## src/rtl/cec_pkg.sv

```systemverilog
package cec_pkg;
  localparam int CNT_W  = 16;
  localparam int DATA_W = 32;
  localparam int ADDR_W = 2;

  localparam logic [ADDR_W-1:0] OFF_COUNT  = 2'd0;
  localparam logic [ADDR_W-1:0] OFF_THRESH = 2'd1;
  localparam logic [ADDR_W-1:0] OFF_ENABLE = 2'd2;
  localparam logic [ADDR_W-1:0] OFF_STATUS = 2'd3;

  // Strobes from the control module to the datapath
  typedef struct packed {
    logic loadCnt;    // software load of the count
    logic loadThr;    // software load of the threshold
    logic incFirst;   // at least one corrected error this cycle
    logic incSecond;  // a second corrected error this cycle
  } cecStrobes_t;
endpackage

```

## src/rtl/cec_ctrl.sv

```systemverilog
module cec_ctrl
  import cec_pkg::*;
(
  input  logic              clk,
  input  logic              rstN,
  input  logic              cpuErr,
  input  logic              dmaErr,
  input  logic              regWrEn,
  input  logic [ADDR_W-1:0] regAddr,
  input  logic              wrBit0,
  input  logic              matchHit,
  output cecStrobes_t       strobes,
  output logic              enableBit,
  output logic              flagBit,
  output logic              irqOut
);
  logic wrCount, wrThresh, wrEnable, clrFlag;

  always_comb begin
    wrCount  = regWrEn && (regAddr == OFF_COUNT);
    wrThresh = regWrEn && (regAddr == OFF_THRESH);
    wrEnable = regWrEn && (regAddr == OFF_ENABLE);
    clrFlag  = regWrEn && (regAddr == OFF_STATUS) && wrBit0;
  end

  // A software count write drops any increment in the same cycle
  always_comb begin
    strobes.loadCnt   = wrCount;
    strobes.loadThr   = wrThresh;
    strobes.incFirst  = (cpuErr || dmaErr) && !wrCount;
    strobes.incSecond = cpuErr && dmaErr && !wrCount;
  end

  always_ff @(posedge clk) begin
    if (!rstN) begin
      enableBit <= 1'b0;
      flagBit   <= 1'b0;
    end else begin
      if (wrEnable) enableBit <= wrBit0;
      if (matchHit)     flagBit <= 1'b1;
      else if (clrFlag) flagBit <= 1'b0;
    end
  end

  assign irqOut = flagBit && enableBit;

  // any match leaves the flag set
  p_match_sets_flag_r5: assert property (@(posedge clk) disable iff (!rstN)
    matchHit |=> flagBit);
  // without a clear, the flag is sticky
  p_flag_sticky_r8: assert property (@(posedge clk) disable iff (!rstN)
    (flagBit && !clrFlag) |=> flagBit);
  // a flag that rises was caused by a match
  p_flag_cause_r8: assert property (@(posedge clk) disable iff (!rstN)
    (!flagBit && !matchHit) |=> !flagBit);
endmodule

```

## src/rtl/cec_datapath.sv

```systemverilog
module cec_datapath
  import cec_pkg::*;
(
  input  logic             clk,
  input  logic             rstN,
  input  cecStrobes_t      strobes,
  input  logic [CNT_W-1:0] wrValue,
  output logic [CNT_W-1:0] count,
  output logic [CNT_W-1:0] threshold,
  output logic             matchHit
);
  localparam logic [CNT_W-1:0] STEP_ONE = CNT_W'(1);
  localparam logic [CNT_W-1:0] STEP_TWO = CNT_W'(2);

  logic [CNT_W-1:0] plusOne, plusTwo, nextCount;

  always_comb begin
    plusOne = count + STEP_ONE;
    plusTwo = count + STEP_TWO;
    if (strobes.loadCnt) begin
      nextCount = wrValue;
      matchHit  = (wrValue == threshold);
    end else begin
      nextCount = strobes.incSecond ? plusTwo : (strobes.incFirst ? plusOne : count);
      // Both intermediate values are compared so a +2 step cannot skip the threshold
      matchHit  = (strobes.incFirst  && (plusOne == threshold)) ||
                  (strobes.incSecond && (plusTwo == threshold));
    end
  end

  always_ff @(posedge clk) begin
    if (!rstN) begin
      count     <= '0;
      threshold <= '0;
    end else begin
      count <= nextCount;
      if (strobes.loadThr) threshold <= wrValue;
    end
  end

  // a single error adds one, with wrap
  p_single_step_r3: assert property (@(posedge clk) disable iff (!rstN)
    (strobes.incFirst && !strobes.incSecond) |=> (count == $past(count) + STEP_ONE));
  // two errors add two
  p_double_step_r4: assert property (@(posedge clk) disable iff (!rstN)
    strobes.incSecond |=> (count == $past(count) + STEP_TWO));
  // a software load wins
  p_load_wins_r10: assert property (@(posedge clk) disable iff (!rstN)
    strobes.loadCnt |=> (count == $past(wrValue)));
  // the threshold only moves on its own write
  p_thr_hold_r12: assert property (@(posedge clk) disable iff (!rstN)
    !strobes.loadThr |=> $stable(threshold));
endmodule

```

## src/rtl/corr_err_counter.sv

```systemverilog
module corr_err_counter
  import cec_pkg::*;
(
  input  logic              clk,
  input  logic              rstN,
  input  logic              cpuErrStrobe,
  input  logic              dmaErrStrobe,
  input  logic              regWrEn,
  input  logic [ADDR_W-1:0] regAddr,
  input  logic [DATA_W-1:0] regWrData,
  output logic [DATA_W-1:0] regRdData,
  output logic              irqOut
);
  localparam int PAD_W = DATA_W - CNT_W;

  cecStrobes_t      strobes;
  logic             matchHit, enableBit, flagBit;
  logic [CNT_W-1:0] count, threshold;
  logic             unusedHiBits;

  assign unusedHiBits = ^regWrData[DATA_W-1:CNT_W];

  cec_ctrl uCtrl (
    .clk       (clk),
    .rstN      (rstN),
    .cpuErr    (cpuErrStrobe),
    .dmaErr    (dmaErrStrobe),
    .regWrEn   (regWrEn),
    .regAddr   (regAddr),
    .wrBit0    (regWrData[0]),
    .matchHit  (matchHit),
    .strobes   (strobes),
    .enableBit (enableBit),
    .flagBit   (flagBit),
    .irqOut    (irqOut)
  );

  cec_datapath uData (
    .clk       (clk),
    .rstN      (rstN),
    .strobes   (strobes),
    .wrValue   (regWrData[CNT_W-1:0]),
    .count     (count),
    .threshold (threshold),
    .matchHit  (matchHit)
  );

  always_comb begin
    unique case (regAddr)
      OFF_COUNT:  regRdData = {{PAD_W{1'b0}}, count};
      OFF_THRESH: regRdData = {{PAD_W{1'b0}}, threshold};
      OFF_ENABLE: regRdData = {{(DATA_W-1){1'b0}}, enableBit};
      default:    regRdData = {{(DATA_W-1){1'b0}}, flagBit};
    endcase
  end
endmodule

```

## config.mk

```make
export PLATFORM = sky130hd
export DESIGN_NAME = corr_err_counter
export DESIGN_NICKNAME = d
export VERILOG_FILES = /design/src/rtl/cec_pkg.sv /design/src/rtl/cec_ctrl.sv /design/src/rtl/cec_datapath.sv /design/src/rtl/corr_err_counter.sv
export SDC_FILE = /design/constraint.sdc
export NUM_CORES = 1
export LEC_CHECK = 0
export BUFFER_PORTS_ARGS = -buffer_cell sky130_fd_sc_hd__buf_4
export CAP_MARGIN = 20
export CORE_MARGIN = 4
export CORE_UTILIZATION = 32
export DETAILED_ROUTE_END_ITERATION = 10
export PLACE_DENSITY = 0.64
export SYNTH_ARGS = -nofsm -noshare
export SYNTH_HDL_FRONTEND = slang
export SYNTH_HIERARCHICAL = 1
export SYNTH_SLANG_ARGS = --single-unit
export TNS_END_PERCENT = 100
```

## constraint.sdc

```tcl
create_clock -name clk -period 2.6 [get_ports clk]
set_input_delay 0.39 -clock clk [delete_from_list [all_inputs] [get_ports clk]]
set_output_delay 0.39 -clock clk [all_outputs]
set_load 0.01 [all_outputs]
```

# Yosys cells after proc, flatten, opt, wreduce, memory -nomap -nowiden
# Cells that the tools add are included.
[totals]
register_bits = 34
word_cells = 36
[classes]
addsub = 2
eq_ne = 6
muxes = 7
n_reduce_logical = 17
[ops]
columns = ["operator", "n"]
rows = [
  ["$eq A16 B16 Y1", 3],
  ["$mux W16", 3],
  ["$pmux W16 S3", 1],
  ["$add A16 B1 Y16 const B", 1],
  ["$add A16 B2 Y16 const B", 1],
  ["$logic_and A1 B1 Y1", 11],
  ["$eq A2 B2 Y1 const B", 2],
  ["$mux W1", 3],
  ["$reduce_bool A3 Y1", 1],
  ["$eq A2 B1 Y1 const B", 1],
  ["$logic_not A2 Y1", 1],
  ["$logic_or A1 B1 Y1", 2],
  ["$reduce_bool A2 Y1", 1],
  ["$logic_not A1 Y1", 1],
]

# Depth between registers and ports, before layout
# Gate-level depths: netlist of run 1.
[logic_depth]
word_depth = 8
mapped_depth = 11
ltp_nobuf = 10

# By module
# Netlist of run 1, hierarchy kept.
[by_module_without_submodules]
columns = ["module", "n_inst", "cells_each", "area_per_inst_um2", "seq_area_each_um2"]
rows = [
  ["cec_datapath", 1, 364, 2881.5, 640.6],
  ["corr_err_counter", 1, 52, 384.1, 0.0],
  ["cec_ctrl", 1, 18, 142.6, 40.0],
]

# Worst setup path before layout of run 1
# Ideal clock, no wire load.
[synth_path]
kind = "input port to flip-flop"
startpoint = "in regWrEn"
endpoint = "reg uCtrl.flagBit"
arrival_time_ps = 2194
t_required_ps = 2530
slack_ps = 337
cell_stages = 11
path_cell_list = "nor3b_2 > nor2_1 > clkbuf_1 > nor2b_1 > nand4_1 > nor3_2 > o2111ai_1 > o41ai_2 > a41o_1 > and4b_1 > a21oi_1"
[synth_rtl]
columns = ["item", "line", "text"]
rows = [
  ["start: declaration", "corr_err_counter.sv:8", "input logic regWrEn,"],
  ["end signal: assignment", "cec_ctrl.sv:37", "flagBit <= 1'b0;"],
  ["end signal: assignment", "cec_ctrl.sv:40", "if (matchHit) flagBit <= 1'b1;"],
  ["end signal: assignment", "cec_ctrl.sv:41", "else if (clrFlag) flagBit <= 1'b0;"],
  ["end: declaration", "cec_ctrl.sv:14", "output logic flagBit,"],
]

# Final worst setup path of run 1
[layout_path]
startpoint = "reg uData.count[4]"
endpoint = "reg uCtrl.flagBit"
[layout_between]
elab_chain_len = 6
[layout_lines]
columns = ["item", "line", "text"]
rows = [
  ["start: declaration", "cec_datapath.sv:8", "output logic [CNT_W-1:0] count,"],
  ["start signal: assignment", "cec_datapath.sv:36", "count <= nextCount;"],
  ["$add A16 B1 Y16 / $add A16 B2 Y16 (equally long branches)", "cec_datapath.sv:18, cec_datapath.sv:19", ""],
  ["$eq A16 B16 Y1 (on tied branches)", "cec_datapath.sv:26, cec_datapath.sv:27", ""],
  ["$logic_and A1 B1 Y1 (on tied branches)", "cec_datapath.sv:26, cec_datapath.sv:27", ""],
  ["$logic_or A1 B1 Y1 (*)", "cec_datapath.sv:26", "matchHit = (strobes.incFirst && (plusOne == threshold)) ||"],
  ["$mux W1 (*)", "cec_datapath.sv:20", "if (strobes.loadCnt) begin"],
  ["via matchHit", "corr_err_counter.sv:17", "logic matchHit, enableBit, flagBit;"],
  ["$mux W1 / $reduce_bool A2 Y1 (equally long branches)", "--", ""],
]
# The timed path passes the listed nets; every way through them passes the cells marked *.
# A chain may end at the register's enable or synchronous reset.

==> metrics, run 1 <==
run status finished, final reports clean; CORE AREA ~0.010 mm²; total wire length 10.8 mm; post-synth top area cell dfxtp_1; PortBufs 39; Design Area, Final ~0.004 mm²; die width 111 µm; Rel. slew slack 53.1%; kind of critical path register to register; hold crit path type primary input to register; switching part of the total power between 30% and 40%; IO Count 72; P_int ~1000 µW; worst skew pair latency about 0.29 ns; final hold violations 0; placed instance area 0.00386 mm²; Clock Path Buffers 2; Post-DRT Antenna Nets 0; 1st-iter DRT viols between 150 and 200; CP Launch Type register; Critical Path RT ~2.8 ns; maximum VDD drop 0.000197 V; Synth warnings 6; Mapped Cells ~430; Pleak between 0.0015 and 0.002 µW; CTS tree built; post-CTS setup buffers 0; crit path capture type register; number of global-route vias before repair about 3.3k; Worst Tran Pin Value between 0.6 and 0.7 ns; max_cap viols 0; Pins Over Slew Limit 0; Data arrival, critical path between 2 and 3 ns; fin crit share a little over nine tenths; Top Usage Layer GRT met2; Post-Place Worst Slack around 0.10 ns; ys async rst share 0%; R2R cell count 8; P&R area growth vs syn 16.8%; Antenna diodes 0; Gate power share between 30% and 40%; initial core utilization 32.9%; Max Clock Skew 0.00911 ns; met1 usage in global routing between 20% and 30%; row count 37; total power approximately 1600 µW; TritonCTS buffer count 5; dpl hpwl a little over 8 mm; Seq cells post-synth 34; switching power between 500 and 600 µW; CTS Sinks 34; gr usage total about 18%; routability cong. 0.910; via total after detailed routing approximately 3.2k; largest net degree at the start of global routing 36; Crit-path slowest cell dfxtp_1; Synth area leaders dfxtp_1 (20%), xnor2_1 (10%), mux2i_1 (9.4%), buf_4 (4.4%), nor2_1 (3.9%); cell with the most instances after synthesis xnor2_1; via-per-instance ratio about 5.3; delay-heaviest family, CP simple AND/OR/NAND/NOR gates; sequential area share after synthesis around 20%; sequential share of power 38.3%; setup TNS 0 ns; synthesized area about 0.0034 mm²; die area approximately 0.012 mm²; Worst Path Buf+Inv 0; DRC violations left 0; clock root buffer clkbuf_8; number of distinct library cells after synthesis between 60 and 70; max incr delay on CP a little over 0.5 ns; routed length per instance 17.7 µm; WP depth 8; PD cells just over 400 mW/mm²; fmax between 400 and 500 MHz; Setup Viol. Count Final 0; Global Route met3 Usage around 3.4%; post-route minimum period around 2.4 ns; Mapped Avg Cell Area a little under 8 µm²; gr ovfl total 0; Vert. Die Dim about 110 µm; setup repair after global routing missed its margin no; Final WS setup 0.157 ns; Hold Crit Depth 2; fin nets ~520; H-tree depth 2; first-pass GRT wire length 17.7 mm; share of layout cells above drive strength 1 21.2%; GR Util met2 29.6%; initial antenna violation count 0; Synth top cells by count xnor2_1 (40), nor2_1 (35), dfxtp_1 (34); Clk pwr share a little over a quarter; Synth Flop Type dfxtp_1; CP max FO 7; Detailed Routing Iterations Pass 1 4; Clock transition at path regs 0.09 ns; number of enable flip-flop cells after synthesis 0; area share of the largest cell type after synthesis around 20%; CP Cell Sequence and4_1, and2_1, xnor3_1, nand3_1, o41ai_2, a41o_1, and4b_1, a21oi_1
-- power by group through the flow --
stage	clock, µW	combinational (µW)	sequential [µW]
2_1_floorplan	0	409	596
3_3_place_gp	0	542	626
3_5_place_dp	0	548	627
4_1_cts	461	551	615
5_1_grt	481	609	626
6_report	440	556	618
-- kinds of logic after synthesis --
group	after synthesis	synth area share, %
buffers and inverters	60	10.2
other	1	0.110
flip-flops	34	20.0
AND/OR/NAND/NOR	157	25.4
adder cells (fa/ha/maj)	4	1.40
multiplexers	33	10.1
AO/OA/AOI/OAI	94	19.2
XOR/XNOR	51	13.7
-- registers in the layout, indices dropped and copies added, names as in the netlist --
register / count
uData/threshold: 16
uCtrl/enableBit: 1
uData/count: 16
uCtrl/flagBit: 1
-- layout by cell type, fill, tap and decap left out, types with 4 or more instances in the layout --
| cell type | instances |
|---|---|
| buf_4 | 74 |
| xnor2_1 | 39 |
| nor2_1 | 35 |
| dfxtp_1 | 33 |
| mux2i_1 | 32 |
| nand2_1 | 28 |
| o21ai_0 | 24 |
| a21oi_1 | 21 |
| nor2b_1 | 18 |
| conb_1 | 16 |
| nand3_1 | 16 |
| nor3_1 | 11 |
| xor2_1 | 9 |
| nand4_1 | 8 |
| a211oi_1 | 8 |
| clkbuf_8 | 6 |
| inv_1 | 5 |
| and2_1 | 4 |
| a211o_1 | 4 |
| and3_1 | 4 |
| and4_1 | 4 |
| nor4_1 | 4 |
| o211a_1 | 4 |
-- final timing paths --
check                          to             from  slack [ns]
setup reg to reg    uCtrl/flagBit   uData/count[4]        0.16
hold reg to reg   uCtrl/enableBit  uCtrl/enableBit        0.49
hold / removal     uData/count[7]     regWrData[7]        0.36
setup / recovery    uCtrl/flagBit   uData/count[4]        0.16
-- repair_timing --
item / CTS / global route
endpoints found under the setup margin: 0 / 1
hold buffers: 0 / 0
gates resized for setup: 0 / 5
-- area by class of cell --
| cell class | count | area [µm²] |
|---|---|---|
| Sequential cell | 34 | 682 |
| Fill cell | 1110 | 6390 |
| Clock inverter | 2 | 12.5 |
| Multi-Input combinational cell | 355 | 2460 |
| Tap cell | 136 | 170 |
| Inverter | 5 | 18.8 |
| Clock buffer | 6 | 82.6 |
| Timing Repair Buffer | 74 | 556 |
-- metrics by stage --
step	std cells	hold WS [ns]	utilization, %
2_1_floorplan	449	0.443	-
3_3_place_gp	604	0.454	37.2
3_5_place_dp	604	0.475	37.2
4_1_cts	612	0.353	38.2
5_1_grt	612	0.354	38.4
6_report	612	0.361	38.4
-- routing by layer --
metal | part of all wire [%] | wire length, µm
met5 | 0 | 0
met4 | 2.3 | 245
met3 | 4.7 | 511
met2 | 49 | 5260
met1 | 45 | 4830
Power figures use the tool's default switching activity.
==> run 2: changes to the inputs <==
--- a/config.mk
+++ b/config.mk
@@ -6,11 +6,10 @@
 export NUM_CORES = 1
 export LEC_CHECK = 0
 export BUFFER_PORTS_ARGS = -buffer_cell sky130_fd_sc_hd__buf_4
-export CAP_MARGIN = 20
 export CORE_MARGIN = 4
-export CORE_UTILIZATION = 32
+export CORE_UTILIZATION = 50
 export DETAILED_ROUTE_END_ITERATION = 10
-export PLACE_DENSITY = 0.64
+export PLACE_DENSITY = 0.86
 export SYNTH_ARGS = -nofsm -noshare
 export SYNTH_HDL_FRONTEND = slang
 export SYNTH_HIERARCHICAL = 1
==> constraint.sdc (replaced) <==
create_clock -name clk -period 2.9 [get_ports clk]
set_input_delay 0.435 -clock clk [delete_from_list [all_inputs] [get_ports clk]]
set_output_delay 0.435 -clock clk [all_outputs]
set_load 0.01 [all_outputs]
==> run 2 against run 1 <==
Net effect: worst setup slack gained 0.049 ns; register-to-register slack better by 0.05 ns; largest cell class unchanged; worst hold slack better by 0.065 ns; count of clock-buffer cells in the layout up 1; cell area decreased by 5.0%; routed wire length shrank 7.0%; critical path depth is 1 higher; critical endpoint unchanged.
==> metrics, run 2 (synthesized netlist as in run 1, its figures left out) <==
routability cong. 0.977 (+7.5%); fin crit share 92.9% (-1.0 points); wire length on met3 611 µm (+20%); row count 29 (-22%); die area 0.00820 mm² (-34%); Worst Hold Path EP uData/threshold[5]; Post-DRT Antenna Nets 0 (unchanged); DR WL met2 4.88 mm (-7.2%); Critical Path RT 3.11 ns (+0.29 ns); Data arrival, critical path 2.91 ns (+0.25 ns); Clock Path Buffers 2 (unchanged); TritonCTS buffer count 5 (unchanged); post-route minimum period 2.69 ns (+0.251 ns); P&R area growth vs syn 11.0%; clock root buffer clkbuf_8; PortBufs 39 (unchanged); Design Area, Final 0.00378 mm² (-5.0%); Reg2Reg Setup Slack 0.21 ns (+0.05 ns); met1 wire length 4.35 mm (-9.8%); Largest regs uData/count x16, uData/threshold x16; IO Count 72 (unchanged); area of the multi-input gates 0.00245 mm² (-0.25%); Detailed Routing Iterations Pass 1 5 (+1); number of global-route vias before repair 3214 (-3.0%); hold crit path type primary input to register; Reg2Reg Capture Point uCtrl/flagBit; routed length per instance 18.7 µm (+5.8%); CP Launch Type register; CORE AREA 0.00649 mm² (-37%); gr ovfl total 0 (unchanged); fmax 371 MHz (-9.3%); share of layout cells above drive strength 1 18.0% (-3.2 points); worst skew pair latency 0.29 ns (about the same); initial core utilization 52.5% (+20 points); RR Startpoint uData/count[1]; R2R cell count 9 (+1); top routing layer in use met4; CTS Sinks 34 (unchanged); sequential share of power 39.5% (+1.2 points); Max Clock Skew 0.0124 ns (+0.00330 ns); hold_ws 0.426 ns (+0.0654 ns); crit path capture type register; # hold bufs at CTS 0 (unchanged); switching part of the total power 36.3% (-0.60 points); Clock transition at path regs 0.08 ns (about the same); DRC violations left 0 (unchanged); Worst Tran Pin Value 0.697 ns (+0.00172 ns); largest net degree at the start of global routing 36 (unchanged); final hold violations 0 (unchanged); Vert. Die Dim 90.6 µm (-19%); placed instance area 0.00367 mm² (-4.8%); run status finished, final reports clean; Rel. slew slack 53.0% (-0.12 points); Final WS setup 0.206 ns (+0.0486 ns); Pins Over Slew Limit 0 (unchanged); PD cells 374 mW/mm² (-7.7%); Clk pwr share 26.9% (-0.4 points); H-tree depth 2 (unchanged); Fillers 610 (-45%); Post-Place Worst Slack 0.230 ns (+0.125 ns); setup TNS 0 ns (unchanged); max_cap viols 0 (unchanged); commonest cells after routing, fill and taps aside buf_4 (59), xnor2_1 (40), nor2_1 (34), dfxtp_1 (34), mux2i_1 (32); 1st-iter DRT viols 232 (+27%); first-pass GRT wire length 16.2 mm (-8.0%); CP max FO 9 (+2); # resized after CTS 0 (unchanged); Gate power share 33.6% (-0.9 points); post-CTS setup buffers 0 (unchanged); gr usage total 24.1% (+6.6 points); maximum VDD drop 0.000277 V (+41%); dpl hpwl 7.45 mm (-9.7%); initial antenna violation count 0 (unchanged); setup repair after global routing missed its margin no; Antenna diodes 0 (unchanged); kind of critical path register to register; Setup Viol. Count Final 0 (unchanged); P_int 903 µW (-11%); via-per-instance ratio 6.22 (+17%); Hold Crit Depth 3 (+1); fin nets 502 (-2.9%); Pleak 0.00147 µW (-5.1%); total wire length 10.1 mm (-7.0%); Min-Delay Startpoint regWrData[5]; die width 90.6 µm (-19%); switching power 513 µW (-14%); via total after detailed routing 3346 (+3.1%); leading cell type in the layout, fill and taps excluded buf_4; area occupied by registers 681 µm² (-0.18%); CTS tree built
[run 2: cell count changes in the layout (fill, tap and decap cells not counted), sizes merged]
cell	previous run	this run
buf	74	59
clkbuf	6	7
clkinvlp	1	0
[run 2: metal layers]
layer	global-route usage, %	up-vias
met4	7.40	0
met2	40.9	154
met5	0	-
li1	-	1577
met3	3.50	28
met1	31.5	1587
[run 2: power by group through the flow]
stage	combinational [µW]	sequential (µW)	clock, µW
floorplan	367	534	0
global placement	454	566	0
detailed placement	464	567	0
CTS	467	556	387
global route	515	567	408
finish	476	559	381
[run 2: worst max path at each step]
stage               endpoint           start  slack [ns]
6_report       uCtrl/flagBit  uData/count[1]        0.21
5_1_grt        uCtrl/flagBit  uData/count[1]       0.006
4_1_cts        uCtrl/flagBit  uData/count[1]        0.20
3_5_place_dp   uCtrl/flagBit  uData/count[1]        0.23
3_3_place_gp   uCtrl/flagBit  uData/count[1]        0.32
2_1_floorplan  uCtrl/flagBit         regWrEn        0.59
[run 2: cell type report]
| cell class | count | area share, % |
|---|---|---|
| Inverter | 5 | 0.496 |
| Timing Repair Buffer | 59 | 11.7 |
| Clock buffer | 7 | 2.28 |
| Clock inverter | 1 | 0.132 |
| Sequential cell | 34 | 18.0 |
| Multi-Input combinational cell | 355 | 64.8 |
| Tap cell | 77 | 2.55 |
[run 2: critical path, stage by stage (launching register included)]
cell and delay (ns):
dfxtp_1 0.51, ha_1 0.41, nand3_2 0.20, nor2_1 0.33, xnor2_1 0.19, o2111ai_1 0.15
o41ai_2 0.33, a41o_1 0.17, and4b_1 0.20, a21oi_1 0.14
[run 2: through the flow]
step	std cells	total power (µW)	util [%]
2_1_floorplan	449	901	-
3_3_place_gp	530	1020	56.6
3_5_place_dp	530	1030	56.6
4_1_cts	538	1410	58.0
5_1_grt	538	1490	58.2
6_report	538	1420	58.2
